File: src/rtl/iotlb_pkg.sv
package iotlb_pkg;

    typedef enum logic [1:0] {
        K_MASK  = 2'd0,
        K_DATA  = 2'd1,
        K_CMD   = 2'd2
    } cmd_kind_e;

    typedef enum logic [1:0] {
        ST_IDLE,
        ST_INIT,
        ST_CLEAR,
        ST_PURGE
    } seq_state_e;

    localparam int TLB_CHAINS    = 256;
    localparam int CHAIN_BITS    = 8;
    localparam int CODE_TLB_WR   = 35;
    localparam int CODE_PURGE    = 33;
    localparam int IOV_MIN_LOG2  = 20;
    localparam int IOV_MAX_LOG2  = 30;

    // I/O virtual space: a quarter of memory, clamped to [1 MiB, 1 GiB]
    function automatic int iov_log2(input int mem_log2);
        int v;
        v = mem_log2 - 2;
        if (v < IOV_MIN_LOG2) v = IOV_MIN_LOG2;
        if (v > IOV_MAX_LOG2) v = IOV_MAX_LOG2;
        return v;
    endfunction

endpackage

File: src/rtl/iotlb_stepper.sv
module iotlb_stepper #(
    parameter int AW   = 32,
    parameter int CW   = 9,
    parameter int STEP = 1
) (
    input  logic          clk,
    input  logic          rst,
    input  logic          start,
    input  logic [AW-1:0] base,
    input  logic [CW-1:0] count,
    input  logic          adv,
    output logic          active,
    output logic [AW-1:0] addr,
    output logic          last
);
    logic [CW-1:0] remain_q;

    assign last = active && (remain_q == CW'(1));

    always_ff @(posedge clk) begin
        if (rst) begin
            active   <= 1'b0;
            addr     <= '0;
            remain_q <= '0;
        end else if (start) begin
            active   <= (count != '0);
            addr     <= base;
            remain_q <= count;
        end else if (active && adv) begin
            addr     <= addr + AW'(STEP);
            remain_q <= remain_q - CW'(1);
            if (remain_q == CW'(1)) active <= 1'b0;
        end
    end

    AST_STEP_ADVANCE: assert property (@(posedge clk) disable iff (rst)
        (active && adv && !last && !start) |=> (active && addr == $past(addr) + AW'(STEP)))
        else $error("stepper advance broken");

endmodule

File: src/rtl/iotlb_init_gen.sv
module iotlb_init_gen
    import iotlb_pkg::*;
#(
    parameter int AW = 32,
    parameter int CS = 16
) (
    input  logic          clk,
    input  logic          rst,
    input  logic          start,
    input  logic          adv,
    output logic          active,
    output cmd_kind_e     kind,
    output logic [AW-1:0] word
);
    localparam int TOTAL = TLB_CHAINS + 2;
    localparam int SW    = $clog2(TOTAL + 1);

    logic [SW-1:0] step_q;

    always_ff @(posedge clk) begin
        if (rst) begin
            active <= 1'b0;
            step_q <= '0;
        end else if (start) begin
            active <= 1'b1;
            step_q <= '0;
        end else if (active && adv) begin
            if (step_q == SW'(TOTAL - 1)) active <= 1'b0;
            else                          step_q <= step_q + SW'(1);
        end
    end

    always_comb begin
        if (step_q == SW'(0)) begin
            kind = K_MASK;
            word = AW'({CHAIN_BITS{1'b1}}) << CS;
        end else if (step_q == SW'(1)) begin
            kind = K_DATA;
            word = '0;
        end else begin
            kind = K_CMD;
            word = AW'(CODE_TLB_WR) | (AW'(TOTAL - int'(step_q)) << CS);
        end
    end

    AST_INIT_HOLD: assert property (@(posedge clk) disable iff (rst)
        (active && !adv && !start) |=> (active && $stable(step_q)))
        else $error("init generator moved while stalled");

endmodule

File: src/rtl/iotlb_inval_seq.sv
module iotlb_inval_seq
    import iotlb_pkg::*;
#(
    parameter int AW       = 32,
    parameter int CNT_W    = 20,
    parameter int PS       = 12,
    parameter int MEM_LOG2 = 26
) (
    input  logic             clk,
    input  logic             rst,
    input  logic             init_req,
    input  logic             unmap_req,
    input  logic [AW-1:0]    unmap_addr,
    input  logic [CNT_W-1:0] unmap_bytes,
    output logic             busy,
    output logic             cmd_valid,
    input  logic             cmd_ready,
    output logic [1:0]       cmd_kind,
    output logic [AW-1:0]    cmd_word,
    output logic             pte_clr,
    output logic [AW-PS-1:0] pte_clr_idx,
    output logic             done
);
    localparam int IOV_LOG2 = iov_log2(MEM_LOG2);
    localparam int CS       = IOV_LOG2 - CHAIN_BITS;   // chain-ID shift
    localparam int CPS      = CS - PS;                 // pages per chain, log2
    localparam int PCW      = CNT_W + 1 - PS;          // page-count width
    localparam int PAGE     = 1 << PS;
    localparam int PPC      = 1 << CPS;

    seq_state_e st_q;

    logic [CNT_W:0]  bytes_up;
    logic [PCW-1:0]  n_pages;
    logic [PCW:0]    pages_up;
    logic [PCW-1:0]  n_purges;
    logic [AW-1:0]   page_base;
    logic            unused_offset;

    logic [AW-1:0]   pur_base_q;
    logic [PCW-1:0]  pur_cnt_q;

    logic            ini_start, clr_start, pur_start;
    logic            ini_active, clr_active, clr_last, pur_active, pur_last;
    cmd_kind_e       ini_kind;
    logic [AW-1:0]   ini_word, pur_addr;
    logic [AW-PS-1:0] clr_addr;

    // range arithmetic: round bytes up to pages, pages up to chains
    assign bytes_up      = {1'b0, unmap_bytes} + (CNT_W+1)'(PAGE - 1);
    assign n_pages       = bytes_up[CNT_W:PS];
    assign pages_up      = {1'b0, n_pages} + (PCW+1)'(PPC - 1);
    assign n_purges      = PCW'(pages_up >> CPS);
    assign page_base     = {unmap_addr[AW-1:PS], {PS{1'b0}}};
    assign unused_offset = ^unmap_addr[PS-1:0];

    assign ini_start = (st_q == ST_IDLE) && init_req;
    assign clr_start = (st_q == ST_IDLE) && !init_req && unmap_req;
    assign pur_start = (st_q == ST_CLEAR) && (!clr_active || clr_last);

    always_ff @(posedge clk) begin
        if (rst) begin
            st_q       <= ST_IDLE;
            pur_base_q <= '0;
            pur_cnt_q  <= '0;
        end else begin
            case (st_q)
                ST_IDLE: begin
                    if (init_req) st_q <= ST_INIT;
                    else if (unmap_req) begin
                        st_q       <= ST_CLEAR;
                        pur_base_q <= page_base;
                        pur_cnt_q  <= n_purges;
                    end
                end
                ST_INIT:  if (!ini_active) st_q <= ST_IDLE;
                ST_CLEAR: if (pur_start)   st_q <= ST_PURGE;
                ST_PURGE: if (!pur_active) st_q <= ST_IDLE;
                default:  st_q <= ST_IDLE;
            endcase
        end
    end

    iotlb_init_gen #(.AW(AW), .CS(CS)) u_init (
        .clk    (clk),
        .rst    (rst),
        .start  (ini_start),
        .adv    (cmd_ready),
        .active (ini_active),
        .kind   (ini_kind),
        .word   (ini_word)
    );

    iotlb_stepper #(.AW(AW - PS), .CW(PCW), .STEP(1)) u_clr (
        .clk    (clk),
        .rst    (rst),
        .start  (clr_start),
        .base   (unmap_addr[AW-1:PS]),
        .count  (n_pages),
        .adv    (st_q == ST_CLEAR),
        .active (clr_active),
        .addr   (clr_addr),
        .last   (clr_last)
    );

    iotlb_stepper #(.AW(AW), .CW(PCW), .STEP(1 << CS)) u_pur (
        .clk    (clk),
        .rst    (rst),
        .start  (pur_start),
        .base   (pur_base_q),
        .count  (pur_cnt_q),
        .adv    (cmd_ready && (st_q == ST_PURGE)),
        .active (pur_active),
        .addr   (pur_addr),
        .last   (pur_last)
    );

    always_comb begin
        busy        = (st_q != ST_IDLE);
        pte_clr     = (st_q == ST_CLEAR) && clr_active;
        pte_clr_idx = clr_addr;
        cmd_valid   = 1'b0;
        cmd_kind    = K_CMD;
        cmd_word    = '0;
        done        = 1'b0;
        if (st_q == ST_INIT) begin
            cmd_valid = ini_active;
            cmd_kind  = ini_kind;
            cmd_word  = ini_word;
            done      = !ini_active;
        end else if (st_q == ST_PURGE) begin
            cmd_valid = pur_active;
            cmd_word  = pur_addr | AW'(CODE_PURGE);
            done      = !pur_active;
        end
    end

    AST_CMD_STABLE: assert property (@(posedge clk) disable iff (rst)
        (cmd_valid && !cmd_ready) |=> (cmd_valid && $stable(cmd_word) && $stable(cmd_kind)))
        else $error("stalled command changed");

    AST_CLEAR_FIRST: assert property (@(posedge clk) disable iff (rst)
        pte_clr |-> !cmd_valid)
        else $error("command overlaps a page clear");

    AST_CLR_CONSEC: assert property (@(posedge clk) disable iff (rst)
        (pte_clr && $past(pte_clr)) |-> (pte_clr_idx == $past(pte_clr_idx) + 1'b1))
        else $error("clear index skipped");

    AST_IDLE_QUIET: assert property (@(posedge clk) disable iff (rst)
        !busy |-> (!cmd_valid && !pte_clr && !done))
        else $error("output active while idle");

    AST_DONE_PULSE: assert property (@(posedge clk) disable iff (rst)
        done |=> (!done && !busy))
        else $error("done not a lone pulse");

    AST_PURGE_LAST: assert property (@(posedge clk) disable iff (rst)
        (pur_last && cmd_ready) |=> done)
        else $error("done missing after last purge");

endmodule

File: config.mk
export PLATFORM = sky130hd
export DESIGN_NAME = iotlb_inval_seq
export DESIGN_NICKNAME = d
export VERILOG_FILES = /design/src/rtl/iotlb_pkg.sv /design/src/rtl/iotlb_stepper.sv /design/src/rtl/iotlb_init_gen.sv /design/src/rtl/iotlb_inval_seq.sv
export SDC_FILE = /design/constraint.sdc
export NUM_CORES = 1
export LEC_CHECK = 0
export BUFFER_PORTS_ARGS = -buffer_cell sky130_fd_sc_hd__clkbuf_2
export CORE_MARGIN = 2
export CORE_UTILIZATION = 35
export DETAILED_ROUTE_END_ITERATION = 10
export PLACE_DENSITY = 0.52
export SETUP_SLACK_MARGIN = 0.4
export SLEW_MARGIN = 30
export SYNTH_ARGS = -nofsm -noshare
export SYNTH_HDL_FRONTEND = slang
export SYNTH_HIERARCHICAL = 1
export SYNTH_SLANG_ARGS = --single-unit
export TNS_END_PERCENT = 30
File: constraint.sdc
create_clock -name clk -period 4 [get_ports clk]
set_input_delay 0.2 -clock clk [delete_from_list [all_inputs] [get_ports clk]]
set_output_delay 0.2 -clock clk [all_outputs]
set_load 0.05 [all_outputs]
==> impl_metrics.py, run 1 <==
metrics = {
    "timing": {
        "top_achievable_clock_speed_mhz": 335,
        "unrepaired_setup_endpoints_after_global_routing": "false",
        "skew_ps": 10.9,
        "setup_violations": 0,
        "drv_slew": 0,
        "worst_pin_slew_ps": 906,
        "timing.setup.tns_ps": 0,
        "final_critical_path_share_of_the_clock_period_pct": 74.6,
        "final_period_minus_worst_setup_slack_ps": 2980,
        "hold_viol": 0,
        "worst_slew_margin_relative_to_its_limit_pct": 39.1,
    },
    "setup_path": {
        "r2r-end": "u_clr/addr[17]",
        "end_kind": "output port",
        "worst_ep_required_time_ps": 3800,
        "setup.worst_path.class": "flip-flop to output port",
        "worst_path_largest_cell_delay_ps": 830,
        "rr_startpoint": "st_q[0]",
        "critPathMaxFanout": 11,
        "cp_cell_sequence": "nor4_1 -> o2111ai_1 -> or3b_2 -> clkbuf_2",
        "crit_path_start_kind": "flip-flop",
        "critPathSlowestCell": "sky130_fd_sc_hd__nor4_1",
        "timing.critical_path.arrival_ps": 2780,
        "r2r_setup_slack_ps": 1200,
        "critical_path.startpoint": "u_init/step_q[2]",
        "r2r.worst_path.cells": 6,
        "critical-path-top-delay-family": "simple AND/OR/NAND/NOR gates",
        "cp.buffers_inverters": 1,
    },
    "die": {
        "die_height_um": 139,
        "row_count": 49,
        "chipWidth_um": 139,
        "ios": 115,
        "initial_utilization_pct": 35.6,
        "coreArea_mm2": 0.0180,
        "floorplan.die_area_mm2": 0.0194,
    },
    "clock_network": {
        "htree_levels": 3,
        "clock_tree.root_cell": "sky130_fd_sc_hd__clkbuf_16",
        "postCtsHoldBufs": 0,
        "worst_skew_pair_later_pin_latency_ps": 350,
        "maximum_clock_insertion_buffer_count": 2,
        "clock-sinks": 108,
        "clkSlewWorstSetupHoldPaths_ps": 70,
        "cts_setup_buffers": 0,
        "ctsResizeCount": 0,
        "cts_tree": "done",
        "numCtsBuffers": 9,
    },
    "worst_hold_path": {
        "timing.hold.worst.start": "unmap_addr[20]",
        "worstHoldPathCells": 3,
        "hold_path_class": "input port to flip-flop",
        "holdPathEnd": "pur_base_q[20]",
    },
    "place": {
        "place_inst": 1070,
        "dpl_wire_length_um": 11300,
        "gp_congestion": 0.797,
        "numPortBuffers": 102,
        "placement.cell_area_mm2": 0.00698,
    },
    "job": {
        "max_cap_violations": 0,
    },
    "drt": {
        "detail-route-antenna-nets": 0,
        "routed_via_density": 5.09,
        "dr.pass1.iters": 5,
        "detail_route.drc_violations": 0,
        "final_routed_wire_length_divided_by_cell_count_um": 14.5,
        "vias": 5533,
        "detailedRoute.firstIterationViolations": 288,
        "finalWirelength_um": 15800,
    },
    "global_route": {
        "grt.overflow.total": 0,
        "grt_pass1_vias": 4943,
        "grt_max_degree": 66,
        "antenna_found_initial": 0,
        "grt_usage_pct": 16.2,
        "global_route_wire_length_before_repair_um": 26000,
    },
    "final_layout": {
        "final-instance-count-excl-fill": 1086,
        "final_layout_size_suffix_gt1_share_pct": 17.2,
        "finish.utilization_pct": 40.7,
        "fillerInstances": 1868,
        "antenna_cells_inserted": 0,
        "fin_nets": 919,
        "final_std_cell_area_no_fill_mm2": 0.00731,
        "layout-area-overhead-vs-synth_pct": 14.3,
    },
    "power_and_ir_drop": {
        "total_leakage_power_nw": 2.69,
        "power_density_mw_per_mm2": 369,
        "ir_worst_vdd_mv": 0.198,
    },
    "synthesis": {
        "synth-warning-count": 6,
        "post_synth_instance_area_mm2": 0.00640,
        "synth_cells": 776,
        "post_synth.cell_area_avg_um2": 8.24,
    },
    "outcome": {
        "run_status": "finished clean",
    },
}
## area by class of cell
class / count / area [um^2] / share of cell area (%)
clock inverter: 5 / 82.6 / 1.13
tap: 229 / 287 / 3.92
timing repair buffer: 111 / 581 / 7.94
clock buffer: 11 / 243 / 3.32
sequential: 108 / 2160 / 29.6
inverter: 20 / 75.1 / 1.03
multi-input combinational: 602 / 3880 / 53.1
## worst max-delay path by stage
stage | endpoint | slack [ps] | depth (start not counted)
2_1_floorplan | u_clr/addr[15] | 1320 | 8
3_3_place_gp | u_clr/addr[15] | 1260 | 6
3_5_place_dp | u_clr/addr[17] | 1220 | 6
4_1_cts | cmd_kind[1] | 1010 | 4
5_1_grt | cmd_kind[1] | 790 | 4
6_report | cmd_kind[1] | 1020 | 4
## metal layers
metal / track usage, % / vias to the layer above / part of all wire, %
met3: 3.31 / 11 / 4.3
met4: 2.82 / 0 / 0.76
met1: 25.2 / 2516 / 54
met2: 23.2 / 130 / 41
li1: - / 2876 / -
met5: 0 / - / 0
## sequential cells by signal (all words and copies together), names as in the netlist
| register | count |
|---|---|
| pur_base_q | 20 |
| pur_cnt_q | 6 |
| st_q | 2 |
| u_clr/active | 1 |
| u_clr/addr | 20 |
| u_clr/remain_q | 9 |
| u_init/active | 1 |
| u_init/step_q | 9 |
| u_pur/active | 1 |
| u_pur/addr | 30 |
| u_pur/remain_q | 9 |
## report_power, final
group          total [mW]  switching, mW  internal [mW]
clock               0.973          0.404          0.569
sequential           1.21         0.0720           1.14
combinational       0.518          0.347          0.171
total                2.70          0.823           1.88
## stage by stage
step	setup slack (ps)	power [mW]	hold WS [ps]
final	1020	2.70	96.0
after detailed placement	1220	1.75	451
after CTS	1010	2.74	75.3
after global routing	790	2.84	94.2
after floorplan	1320	1.62	279
after global placement	1260	1.75	445
## placed cells by master, fill, tap and decap left out, types with 5 or more instances in the layout
| cell | n |
|---|---|
| sky130_fd_sc_hd__dfxtp_1 | 107 |
| sky130_fd_sc_hd__clkbuf_16 | 9 |
| sky130_fd_sc_hd__and2_1 | 5 |
| sky130_fd_sc_hd__nand2_1 | 80 |
| sky130_fd_sc_hd__nor3_1 | 10 |
| sky130_fd_sc_hd__buf_4 | 10 |
| sky130_fd_sc_hd__a21oi_1 | 33 |
| sky130_fd_sc_hd__mux2i_1 | 48 |
| sky130_fd_sc_hd__o31ai_1 | 8 |
| sky130_fd_sc_hd__a311oi_1 | 17 |
| sky130_fd_sc_hd__a211oi_1 | 37 |
| sky130_fd_sc_hd__o21ai_0 | 15 |
| sky130_fd_sc_hd__clkbuf_2 | 101 |
| sky130_fd_sc_hd__conb_1 | 28 |
| sky130_fd_sc_hd__or3_1 | 16 |
| sky130_fd_sc_hd__nor2b_1 | 34 |
| sky130_fd_sc_hd__nand3_1 | 15 |
| sky130_fd_sc_hd__nand4_1 | 22 |
| sky130_fd_sc_hd__inv_1 | 18 |
| sky130_fd_sc_hd__or4_1 | 10 |
| sky130_fd_sc_hd__xnor2_1 | 19 |
| sky130_fd_sc_hd__nor2_1 | 84 |
| sky130_fd_sc_hd__nor4_1 | 14 |
| sky130_fd_sc_hd__ha_1 | 10 |
| sky130_fd_sc_hd__xor2_1 | 32 |
## worst register-to-register path, cell delays in order (launching register included)
cell,delay [ps]
sky130_fd_sc_hd__dfxtp_1,330
sky130_fd_sc_hd__buf_4,240
sky130_fd_sc_hd__nor2b_1,590
sky130_fd_sc_hd__nand4_1,270
sky130_fd_sc_hd__or3_1,490
sky130_fd_sc_hd__or4_1,500
sky130_fd_sc_hd__a311oi_1,300
No activity file was read; power rests on OpenSTA's default activity.
==> inputs of run 2 (changes only) <==
ABC_AREA = 1   (was unset)
PLACE_DENSITY = 0.54   (was 0.52)
clock period = 2.64 ns   (was 4 ns; I/O delays follow)
==> impl_metrics.py, run 2 <==
metrics = {
    "outcome": {
        "run_status": "finished clean",
    },
    "setup_path": {
        "setup.worst_path.class": "flip-flop to output port",
        "cp_cell_sequence": "nor2_4 -> nand2_1 -> nor2_1 -> nand2_2 -> nand2_1 -> inv_1 -> or2_2 -> clkbuf_4",
        "worst_ep_required_time_ps": 2510,
        "r2r-end": "u_pur/active",
        "timing.critical_path.arrival_ps": 2080,
        "worst_path_largest_cell_delay_ps": 410,
        "end_kind": "output port",
        "rr_startpoint": "u_clr/remain_q[1]",
        "worst_path_most_repeated_cell": "sky130_fd_sc_hd__nand2_1",
        "critPathMaxFanout": 7,
        "r2r.worst_path.cells": 12,
        "critPathSlowestCell": "sky130_fd_sc_hd__dfxtp_1",
        "crit_path_start_kind": "flip-flop",
        "r2r_setup_slack_ps": 570,
    },
    "worst_hold_path": {
        "hold_path_class": "input port to flip-flop",
        "holdPathEnd": "pur_base_q[13]",
        "timing.hold.worst.start": "unmap_addr[13]",
        "worstHoldPathCells": 3,
    },
    "final_layout": {
        "multi_input_comb_area_mm2": 0.00432,
        "fillerInstances": 2232,
        "max_reg_flops": 30,
        "regMostFlops": "u_pur/addr",
        "final_common_cell": "sky130_fd_sc_hd__nand2_1",
        "fin_nets": 1316,
        "largestRegisters": "u_pur/addr: 30 flops, pur_base_q: 20 flops, u_clr/addr: 20 flops",
        "layout-area-overhead-vs-synth_pct": 16.0,
        "sequential_cell_area_mm2": 0.00216,
        "antenna_cells_inserted": 0,
        "final_layout_size_suffix_gt1_share_pct": 17.0,
        "highest_count_cells_in_the_layout_ignoring_fill_and_taps": "sky130_fd_sc_hd__nand2_1, sky130_fd_sc_hd__nor2_1, sky130_fd_sc_hd__inv_1",
        "finish.utilization_pct": 41.6,
    },
    "global_route": {
        "antenna_found_initial": 0,
        "grt_max_degree": 46,
        "grt_usage_pct": 18.4,
        "grt_pass1_vias": 6746,
        "grt.overflow.total": 0,
        "global_route_wire_length_before_repair_um": 33000,
    },
    "clock_network": {
        "worst_skew_pair_later_pin_latency_ps": 360,
        "numCtsBuffers": 9,
        "maximum_clock_insertion_buffer_count": 2,
        "clkSlewWorstSetupHoldPaths_ps": 80,
        "clock_tree.root_cell": "sky130_fd_sc_hd__clkbuf_16",
        "cts_tree": "done",
        "clock-sinks": 108,
        "htree_levels": 3,
    },
    "synthesis": {
        "post_synth_instance_area_mm2": 0.00730,
        "synth_cells": 1165,
        "synth-warning-count": 6,
        "post_synth.cell_area_avg_um2": 6.26,
    },
    "place": {
        "gp_congestion": 0.851,
        "numPortBuffers": 102,
        "dpl_wire_length_um": 14600,
    },
    "drt": {
        "finalWirelength_um": 19700,
        "vias": 7269,
        "dr.pass1.iters": 4,
        "detail_route.drc_violations": 0,
        "detailedRoute.firstIterationViolations": 351,
        "routed_via_density": 4.77,
        "detail-route-antenna-nets": 0,
        "final_routed_wire_length_divided_by_cell_count_um": 12.9,
    },
    "die": {
        "floorplan.die_area_mm2": 0.0220,
        "chipWidth_um": 148,
        "row_count": 52,
        "ios": 115,
        "die_height_um": 148,
        "initial_utilization_pct": 35.8,
        "coreArea_mm2": 0.0204,
    },
    "power_and_ir_drop": {
        "total_leakage_power_nw": 3.87,
        "power_density_mw_per_mm2": 564,
        "ir_worst_vdd_mv": 0.300,
    },
    "timing": {
        "top_achievable_clock_speed_mhz": 452,
        "skew_ps": 11.2,
        "unrepaired_setup_endpoints_after_global_routing": "true",
        "setup_violations": 0,
        "hold_viol": 0,
        "drv_slew": 0,
        "worst_slew_margin_relative_to_its_limit_pct": 53.8,
        "final_critical_path_share_of_the_clock_period_pct": 83.9,
        "timing.setup.tns_ps": 0,
        "worst_pin_slew_ps": 693,
        "final_period_minus_worst_setup_slack_ps": 2210,
    },
    "job": {
        "max_cap_violations": 0,
    },
}
[run 2: changes by cell type in the layout (fill, tap and decap cells not counted), sizes merged, moves of 19 or more]
cell,delta
nor2b,-35
nor2,+67
nand3,+100
mux2i,-48
a21oi,+32
a211oi,-36
nand2,+276
o21ai,+42
buf,+19
a31oi,+20
inv,+113
[run 2: worst max-delay path by stage]
stage / startpoint / end / slack, ps / cells after the start
2_1_floorplan: st_q[0] / st_q[1] / 540 / 8
3_3_place_gp: u_clr/remain_q[1] / u_pur/addr[20] / 490 / 14
3_5_place_dp: u_clr/remain_q[1] / u_pur/addr[20] / 420 / 14
4_1_cts: u_clr/remain_q[1] / u_pur/addr[20] / 400 / 14
5_1_grt: u_init/step_q[2] / cmd_kind[1] / 250 / 8
6_report: u_init/step_q[2] / cmd_kind[1] / 430 / 8
[run 2: cell type report]
cell class	instances	area share, %
clock buffer	9	2.66
multi-input combinational	881	51.0
timing repair buffer	117	9.91
clock inverter	7	0.975
sequential	108	25.5
tap	270	3.99
inverter	132	5.90
[run 2: layer usage]
| metal | global-route usage (%) | share of wire [%] | vias up |
|---|---|---|---|
| met5 | 0 | 0 | - |
| li1 | - | - | 3850 |
| met3 | 3.68 | 4.8 | 8 |
| met1 | 25.5 | 51 | 3256 |
| met2 | 29.8 | 44 | 155 |
| met4 | 3.52 | 0.57 | 0 |
[run 2: where the power goes]
group	internal [mW]	switching, mW
sequential	1.76	0.123
combinational	0.459	0.979
clock	0.754	0.694
total	2.98	1.80
[run 2: critical path: cells and delay by family, from the launching register on]
family,cells,cell delay [ps]
buffers and inverters,2,290
flip-flops,1,410
AND/OR/NAND/NOR,6,1030
[run 2: stage by stage]
stage	power, mW	hold WS [ps]	cell area, um^2	std cells	worst slack [ps]
global placement	3.34	392	8120	1505	486
global route	5.07	20.5	8470	1524	254
finish	4.77	12.3	8470	1524	426
detailed placement	3.35	389	8120	1505	423
floorplan	2.95	201	7400	1192	543
CTS	4.82	0.171	8440	1522	401
[run 2: timing repair]
item,in CTS,in global routing
pin swaps,1,1
gates resized for setup,3,2
setup buffers,1,2
endpoints found under the hold margin,0,0
hold buffers,0,0
setup endpoints to repair,1,29
